`config.mk`:
```
export PLATFORM = sky130hd
export DESIGN_NAME = txring_dma
export DESIGN_NICKNAME = d
export VERILOG_FILES = /design/src/rtl/txring_dma.sv
export SDC_FILE = /design/constraint.sdc
export NUM_CORES = 2
export LEC_CHECK = 0
export CORE_ASPECT_RATIO = 1.4
export CORE_MARGIN = 3
export CORE_UTILIZATION = 62
export CTS_CLUSTER_DIAMETER = 30
export DETAILED_ROUTE_END_ITERATION = 8
export GPL_ROUTABILITY_DRIVEN = 0
export PLACE_DENSITY = 0.8
export SLEW_MARGIN = 20
export SYNTH_ARGS = -nofsm -noshare
export SYNTH_HDL_FRONTEND = slang
export SYNTH_SLANG_ARGS = --single-unit
```
`constraint.sdc`:
```
create_clock -name clk -period 3.7 [get_ports clk]
set_input_delay 0.74 -clock clk [delete_from_list [all_inputs] [get_ports clk]]
set_output_delay 0.74 -clock clk [all_outputs]
set_load 0.02 [all_outputs]
```
`src/rtl/txring_dma.sv`:
```
module txring_dma #(
  parameter int DESC_NUM = 8,
  parameter int LEN_W    = 11
) (
  input  logic                          clk,
  input  logic                          rst_n,
  input  logic                          run,
  input  logic                          poll,
  input  logic                          base_we,
  input  logic [$clog2(DESC_NUM)-1:0]   base_idx,
  input  logic                          sw_we,
  input  logic [$clog2(DESC_NUM)+1:0]   sw_addr,
  input  logic [31:0]                   sw_wdata,
  output logic [31:0]                   sw_rdata,
  output logic [31:0]                   src_addr,
  input  logic [7:0]                    src_data,
  output logic                          tx_valid,
  input  logic                          tx_ready,
  output logic [7:0]                    tx_data,
  output logic                          tx_first,
  output logic                          tx_last,
  output logic                          tx_setup,
  output logic [2:0]                    tx_state
);
  localparam int IDX_W = $clog2(DESC_NUM);
  localparam int AW    = IDX_W + 2;
  localparam int WORDS = 4 * DESC_NUM;

  localparam logic [2:0] S_STOP  = 3'd0;
  localparam logic [2:0] S_FETCH = 3'd1;
  localparam logic [2:0] S_XFER  = 3'd3;
  localparam logic [2:0] S_CLOSE = 3'd4;
  localparam logic [2:0] S_SUSP  = 3'd6;

  logic [31:0]      mem [WORDS];
  logic [2:0]       state;
  logic [IDX_W-1:0] base, cur;
  logic [LEN_W-1:0] cnt, len;
  logic [31:0]      bufa;
  logic             fs, ls, setup, eor, err;

  wire [AW-1:0]    a_st  = {cur, 2'b00};
  wire [AW-1:0]    a_ctl = {cur, 2'b01};
  wire [AW-1:0]    a_buf = {cur, 2'b10};
  wire             owned = mem[a_st][31];
  wire [LEN_W-1:0] dlen  = mem[a_ctl][LEN_W-1:0];
  wire             final_byte = (cnt == len - 1'b1);
  wire [IDX_W-1:0] nxt = eor ? base :
                         (cur == IDX_W'(DESC_NUM - 1)) ? '0 : cur + 1'b1;

  assign sw_rdata = mem[sw_addr];
  assign tx_state = state;
  assign tx_valid = (state == S_XFER);
  assign src_addr = bufa + 32'(cnt);
  assign tx_data  = src_data;
  assign tx_first = tx_valid && fs && (cnt == '0);
  assign tx_last  = tx_valid && ls && final_byte;
  assign tx_setup = tx_valid && setup;

  always_ff @(posedge clk or negedge rst_n) begin
    if (!rst_n) begin
      for (int i = 0; i < WORDS; i++) mem[i] <= '0;
    end else begin
      if (sw_we) mem[sw_addr] <= sw_wdata;
      if (state == S_CLOSE) mem[a_st] <= {16'h0, err, 15'h0};
    end
  end

  always_ff @(posedge clk or negedge rst_n) begin
    if (!rst_n) begin
      state <= S_STOP;
      base  <= '0;
      cur   <= '0;
      cnt   <= '0;
      len   <= '0;
      bufa  <= '0;
      fs    <= 1'b0;
      ls    <= 1'b0;
      setup <= 1'b0;
      eor   <= 1'b0;
      err   <= 1'b0;
    end else begin
      case (state)
        S_STOP: begin
          if (base_we) begin
            base <= base_idx;
            cur  <= base_idx;
          end else if (run) begin
            state <= S_FETCH;
          end
        end
        S_FETCH: begin
          if (!run) begin
            state <= S_STOP;
          end else if (!owned) begin
            state <= S_SUSP;
          end else begin
            len   <= dlen;
            bufa  <= mem[a_buf];
            fs    <= mem[a_ctl][29];
            ls    <= mem[a_ctl][30];
            setup <= mem[a_ctl][27];
            eor   <= mem[a_ctl][25];
            cnt   <= '0;
            err   <= (dlen == '0);
            state <= (dlen == '0) ? S_CLOSE : S_XFER;
          end
        end
        S_SUSP: begin
          if (!run)      state <= S_STOP;
          else if (poll) state <= S_FETCH;
        end
        S_XFER: begin
          if (tx_ready) begin
            if (final_byte) state <= S_CLOSE;
            else            cnt   <= cnt + 1'b1;
          end
        end
        S_CLOSE: begin
          cur   <= nxt;
          state <= run ? S_FETCH : S_STOP;
        end
        default: state <= S_STOP;
      endcase
    end
  end
endmodule

```
* Yosys cells after proc, flatten, opt, wreduce, memory -nomap -nowiden
Index checks and enable logic that the tools add are counted.
** Cells by class
- $mul :: 0
- Mux-type cells :: 40
- Equal/unequal tests :: 15
- Reductions and logical operators :: 17
- Divide/modulo/power cells :: 0
- Add/sub/neg operators :: 4
- $lt $le $gt $ge :: 6
- Bitwise logic cells :: 4
- Shift-type cells :: 0
** Operator list (number)
- bitwise mux 1024 bit :: 2
- two-way mux 1024 bit :: 2
- binary-select mux 32 bit (select 5 bit) :: 4
- demux 32 bit (select 5 bit) :: 2
- two-way mux 32 bit :: 8
- two-way mux 31 bit :: 2
- two-way mux 11 bit :: 4
- two-way mux 3 bit :: 12
- adder 32 x 11 -> 32 bit :: 1
- >= comparator 6 bit (second input constant) :: 4
- NOT 5 -> 6 bit :: 4
- zero test 11 bit :: 2
- one-hot mux 11 bit (2 select lines) :: 1
- one-hot mux 3 bit (5 select lines) :: 1
- less-than comparator 6 x 1 -> 1 bit (second input constant) :: 2
- != test 2 bit (second input constant) :: 6
- adder 11 x 1 -> 11 bit (second input constant) :: 1
- == test 11 bit :: 1
- subtractor 11 x 1 -> 11 bit (second input constant) :: 1
- AND reduction 5 bit :: 2
- == test 3 bit (second input constant) :: 3
- logical AND 1 bit :: 7
- one-hot mux 3 bit (2 select lines) :: 1
- != test 2 x 1 -> 1 bit (second input constant) :: 2
- other kinds (9) :: 11
** Storage, ports and cells
- Bits in writable memories :: 0
- Bits in read-only memories :: 0
- Latch bits :: 0
- Memories kept :: 0
- Register bits after elaboration :: 1092

* Logic depth before layout (Yosys ltp)
- Depth in word-level cells :: 9
- Depth in mapped cells :: 11
- Mapped depth without buffers :: 10

* Worst setup path after synthesis
OpenSTA, ideal clock, no wires.
- Path kind :: input -> output
- Start point :: input sw_addr[0]
- End point :: output sw_rdata[15]
- Required time :: 2960 ps
- Stages on the path :: 7
- Setup slack :: 4 ps
- Arrival time :: 2956 ps
- Cell sequence :: clkbuf_1 -> clkbuf_1 -> buf_1 -> clkbuf_1 -> mux4_2 -> a22oi_1 -> nand4_1
** On the way
- Longest elaborated chain between the ends :: 4
** RTL lines
- start: declaration :: line 12 : input logic [$clog2(DESC_NUM)+1:0] sw_addr,
- NOT 5 -> 6 bit (implied by the code) :: line 51 : assign sw_rdata = mem[sw_addr];
- binary-select mux 32 bit (select 5 bit) :: line 51
- two-way mux 32 bit (implied by the code) (2 in series) :: line 51
- end: declaration :: line 14 : output logic [31:0] sw_rdata,
No other way between the ends. The select of a mux whose other input is x is not followed.

* Worst setup path after layout
- Start point :: register cnt[0]
- End point :: output src_addr[14]
** On the way
- Longest elaborated chain between the ends :: 1
** RTL lines
- start: declaration :: line 38 : logic [LEN_W-1:0] cnt, len;
- start signal: assignment :: line 116 : else cnt <= cnt + 1'b1;
- adder 32 x 11 -> 32 bit :: line 54 : assign src_addr = bufa + 32'(cnt);
- end: declaration :: line 15 : output logic [31:0] src_addr,
No other way between the ends.

==> qor.yml <==
finalWirelength_mm: 185
placed_cells: 5126
timing.hold.ws_ps: -23.4
post_route_cells_drive_above_1_share: 0.416
setup.worst_path.end_class: "output port"
leakage_nw: 27.3
drt_iter0_markers: 4865
dieWidth_um: 253
synthesis.area_mm2: 0.0531
final.period_utilization: 1.08
core_area_mm2: 0.0847
failing_checks: "negative hold slack, negative setup slack"
numPortBuffers: 117
timing.critical_path.from_type: "flop"
worst_flop_to_flop_path_startpoint: "cur[0]"
tritoncts: "yes"
num_vias: 39500
crit_arrival_ps: 3240
worst_slack_ps: -282
pin_count: 134
wire_per_inst_um: 34.1
number_of_buffers_created_by_cts: 149
start_util: 0.627
globalRouteTotalUtil: 0.423
run_status: "finished, violations left"
power_density_mw_per_mm2: 698
netlist.area_leader.share: 0.515
dr_wl_met3_mm: 22.8
rrSetupSlack_ps: 260
vdd_ir_drop_max_uv: 532
clock_skew_ps: 29.1
timing.critical_path.fanout_max: 5
synth.ff_latch_count: 1092
clockBufferDepth: 3
synth.area.top_cells: "sky130_fd_sc_hd__dfrtp_1 51%, sky130_fd_sc_hd__mux2_2 16%, sky130_fd_sc_hd__mux4_2 15%"
met2_length_mm: 83.6
slew-limit-headroom: 0.249
dp_hpwl_mm: 112
ys_seq_area_frac: 0.515
syn_avg_cell_area_um2: 13.1
grt_pass1_vias: 41900
number_of_nets_in_the_synthesized_netlist: 4117
reported_max_cap_violation_count: 0
route.layer.met1.wl_mm: 59.1
cp_cell_sequence: "ha_2 > inv_2 > fa_2 > nor2b_2 > o31a_1 > nor4_2 > o31ai_2 > a21o_2 > buf_12 > nand4_1 > xnor2_1 > buf_4"
synth_top_area_cell: "sky130_fd_sc_hd__dfrtp_1"
synth-async-reset-ratio: 1.00
post_synth_most_frequent_cells: "1092 x sky130_fd_sc_hd__dfrtp_1, 771 x sky130_fd_sc_hd__mux2_2, 584 x sky130_fd_sc_hd__nand2_1"
htree_num_levels: 4
ys_dominant_reg_cell: "sky130_fd_sc_hd__dfrtp_1"
worst_setup_hold_path_clk_slew_ps: 60
floorplan.die.height_um: 352
timing.hold.worst.class: "input pin to async pin"
netlist-cell-type-count: 58
vias_per_cell: 7.29
top_layer_used_by_detailed_routing: "met5"
ant_nets: 0
initial_antenna_violation_count: 12
grt_setup_unrepaired: "true"
flow.area_growth_from_synthesis_pct: 18.7
grt_max_degree: 106
timing.final.hold_violations: 2
setup.worst_path.class: "flop to output port"
clock-root-buffer: "sky130_fd_sc_hd__clkbuf_16"
fin_setup_tns_ps: -2620
grt_first_pass_wirelength_mm: 273
design.final.nets: 4269
fp.dieArea_mm2: 0.0892
crit_path_start: "cnt[0]"
postSynthCellCount: 4045
yosys.cell_count.top_type: "sky130_fd_sc_hd__dfrtp_1"
insertion_delay_ps: 770
stdcell_count: 5418
finalWorstPathRequiredPeriod_ps: 3980
timing_worst_slew_pin_value_ps: 1120
placementRows: 126
clkSinkCount: 1092
drc: 0
slew_violations: 0
yosys_warnings: 0
slowest_delay_ps: 360
cts_hold_buffers: 0
critical_path_data_required_time_ps: 2960
drt_pass1_iterations: 8
worst_path_max_delay_cell: "sky130_fd_sc_hd__dfrtp_1"
maximum_clock_frequency_ghz: 0.251
setup_viol: 13
grt_overflow: 0
synth_edf_count: 0
## path summary, 6_finish.rpt
path                                end  depth (start not counted)
min in group clk               mem[996]                          3
max reg2reg                 tx_state[0]                          7
max                        src_addr[14]                         12
max in group asynchronous     async pin                          2
min                           async pin                          1
min reg2reg                          fs                          2
## critical path: cells and delay by family (launching register included)
family	cells	cell delay, ps
buffers and inverters	3	370
AND/OR/NAND/NOR	3	320
AO/OA/AOI/OAI	3	680
flip-flops	1	360
adder cells (fa/ha/maj)	2	550
XOR/XNOR	1	180
## report_power, final
part | total, mW | leakage [nW] | internal, mW | switching, mW
combinational | 11.6 | 10.7 | 5.81 | 5.78
sequential | 17.3 | 14.1 | 15.0 | 2.37
clock | 15.0 | 2.53 | 9.15 | 5.87
## what timing repair did
action | CTS | global route
cloned | 1 | 0
endpoints found under the setup margin | 57 | 41
buffers inserted | 3 | 5
pin swaps | 12 | 12
resized for setup | 147 | 35
## per-stage QoR
step	total power, mW	instance area, µm²	setup WS [ps]	utilization
floorplan	24.1	53100	4.17	-
global placement	28.0	57500	-102	0.679
detailed placement	28.5	57500	-153	0.679
CTS	43.6	62800	-333	0.742
global route	45.4	63000	-405	0.744
finish	44.0	63000	-282	0.744
## area by class of cell
type                            count  area [µm²]
Antenna cell                        7        17.5
Clock buffer                      175        4020
Tap cell                         1088        1360
Inverter                           13        48.8
Timing Repair Buffer              389        4260
Sequential cell                  1092       27300
Multi-Input combinational cell   2552       24700
Fill cell                        4857       21700
Clock inverter                    102        1240
## kinds of logic (layout without fill, tap and decap cells)
logic type	count (synthesis)	in the layout	synth area share
simple gates	811	811	0.0656
other cells	0	7	0
flops	1092	1092	0.515
mux	1177	1177	0.322
buf+inv	401	679	0.0299
compound gates	507	507	0.0564
fa+ha+maj	17	17	0.00415
xor+xnor	40	40	0.00660
## routing by layer
| layer | up-vias | global-route usage |
|---|---|---|
| met5 | - | 0 |
| li1 | 15200 | - |
| met4 | 12 | 0.353 |
| met1 | 20100 | 0.498 |
| met2 | 3029 | 0.636 |
| met3 | 1196 | 0.134 |
## cells in the final DEF (no fill, tap or decap), types with 6 or more instances in the layout
cell type and n:
sky130_fd_sc_hd__a21oi_1 266, sky130_fd_sc_hd__a22oi_1 132, sky130_fd_sc_hd__and3_1 9, sky130_fd_sc_hd__buf_12 89
sky130_fd_sc_hd__buf_2 12, sky130_fd_sc_hd__buf_4 192, sky130_fd_sc_hd__buf_6 11, sky130_fd_sc_hd__bufinv_16 17
sky130_fd_sc_hd__clkbuf_1 12, sky130_fd_sc_hd__clkbuf_16 154, sky130_fd_sc_hd__clkbuf_8 9, sky130_fd_sc_hd__clkdlybuf4s50_1 66
sky130_fd_sc_hd__clkinv_2 12, sky130_fd_sc_hd__clkinv_4 19, sky130_fd_sc_hd__clkinvlp_4 19, sky130_fd_sc_hd__dfrtp_1 1087
sky130_fd_sc_hd__diode_2 7, sky130_fd_sc_hd__dlygate4sd2_1 10, sky130_fd_sc_hd__ha_1 11, sky130_fd_sc_hd__inv_1 11
sky130_fd_sc_hd__inv_6 26, sky130_fd_sc_hd__mux2_2 771, sky130_fd_sc_hd__mux2i_1 57, sky130_fd_sc_hd__mux4_2 349
sky130_fd_sc_hd__nand2_1 574, sky130_fd_sc_hd__nand2_2 8, sky130_fd_sc_hd__nand3_1 20, sky130_fd_sc_hd__nand4_1 47
sky130_fd_sc_hd__nor2_1 23, sky130_fd_sc_hd__nor2_4 36, sky130_fd_sc_hd__nor2b_1 8, sky130_fd_sc_hd__nor3_1 8
sky130_fd_sc_hd__o211ai_1 6, sky130_fd_sc_hd__o21ai_0 66, sky130_fd_sc_hd__or3_1 11, sky130_fd_sc_hd__xnor2_1 23
sky130_fd_sc_hd__xnor2_2 6, sky130_fd_sc_hd__xor2_1 11
Power figures use the tool's default switching activity.
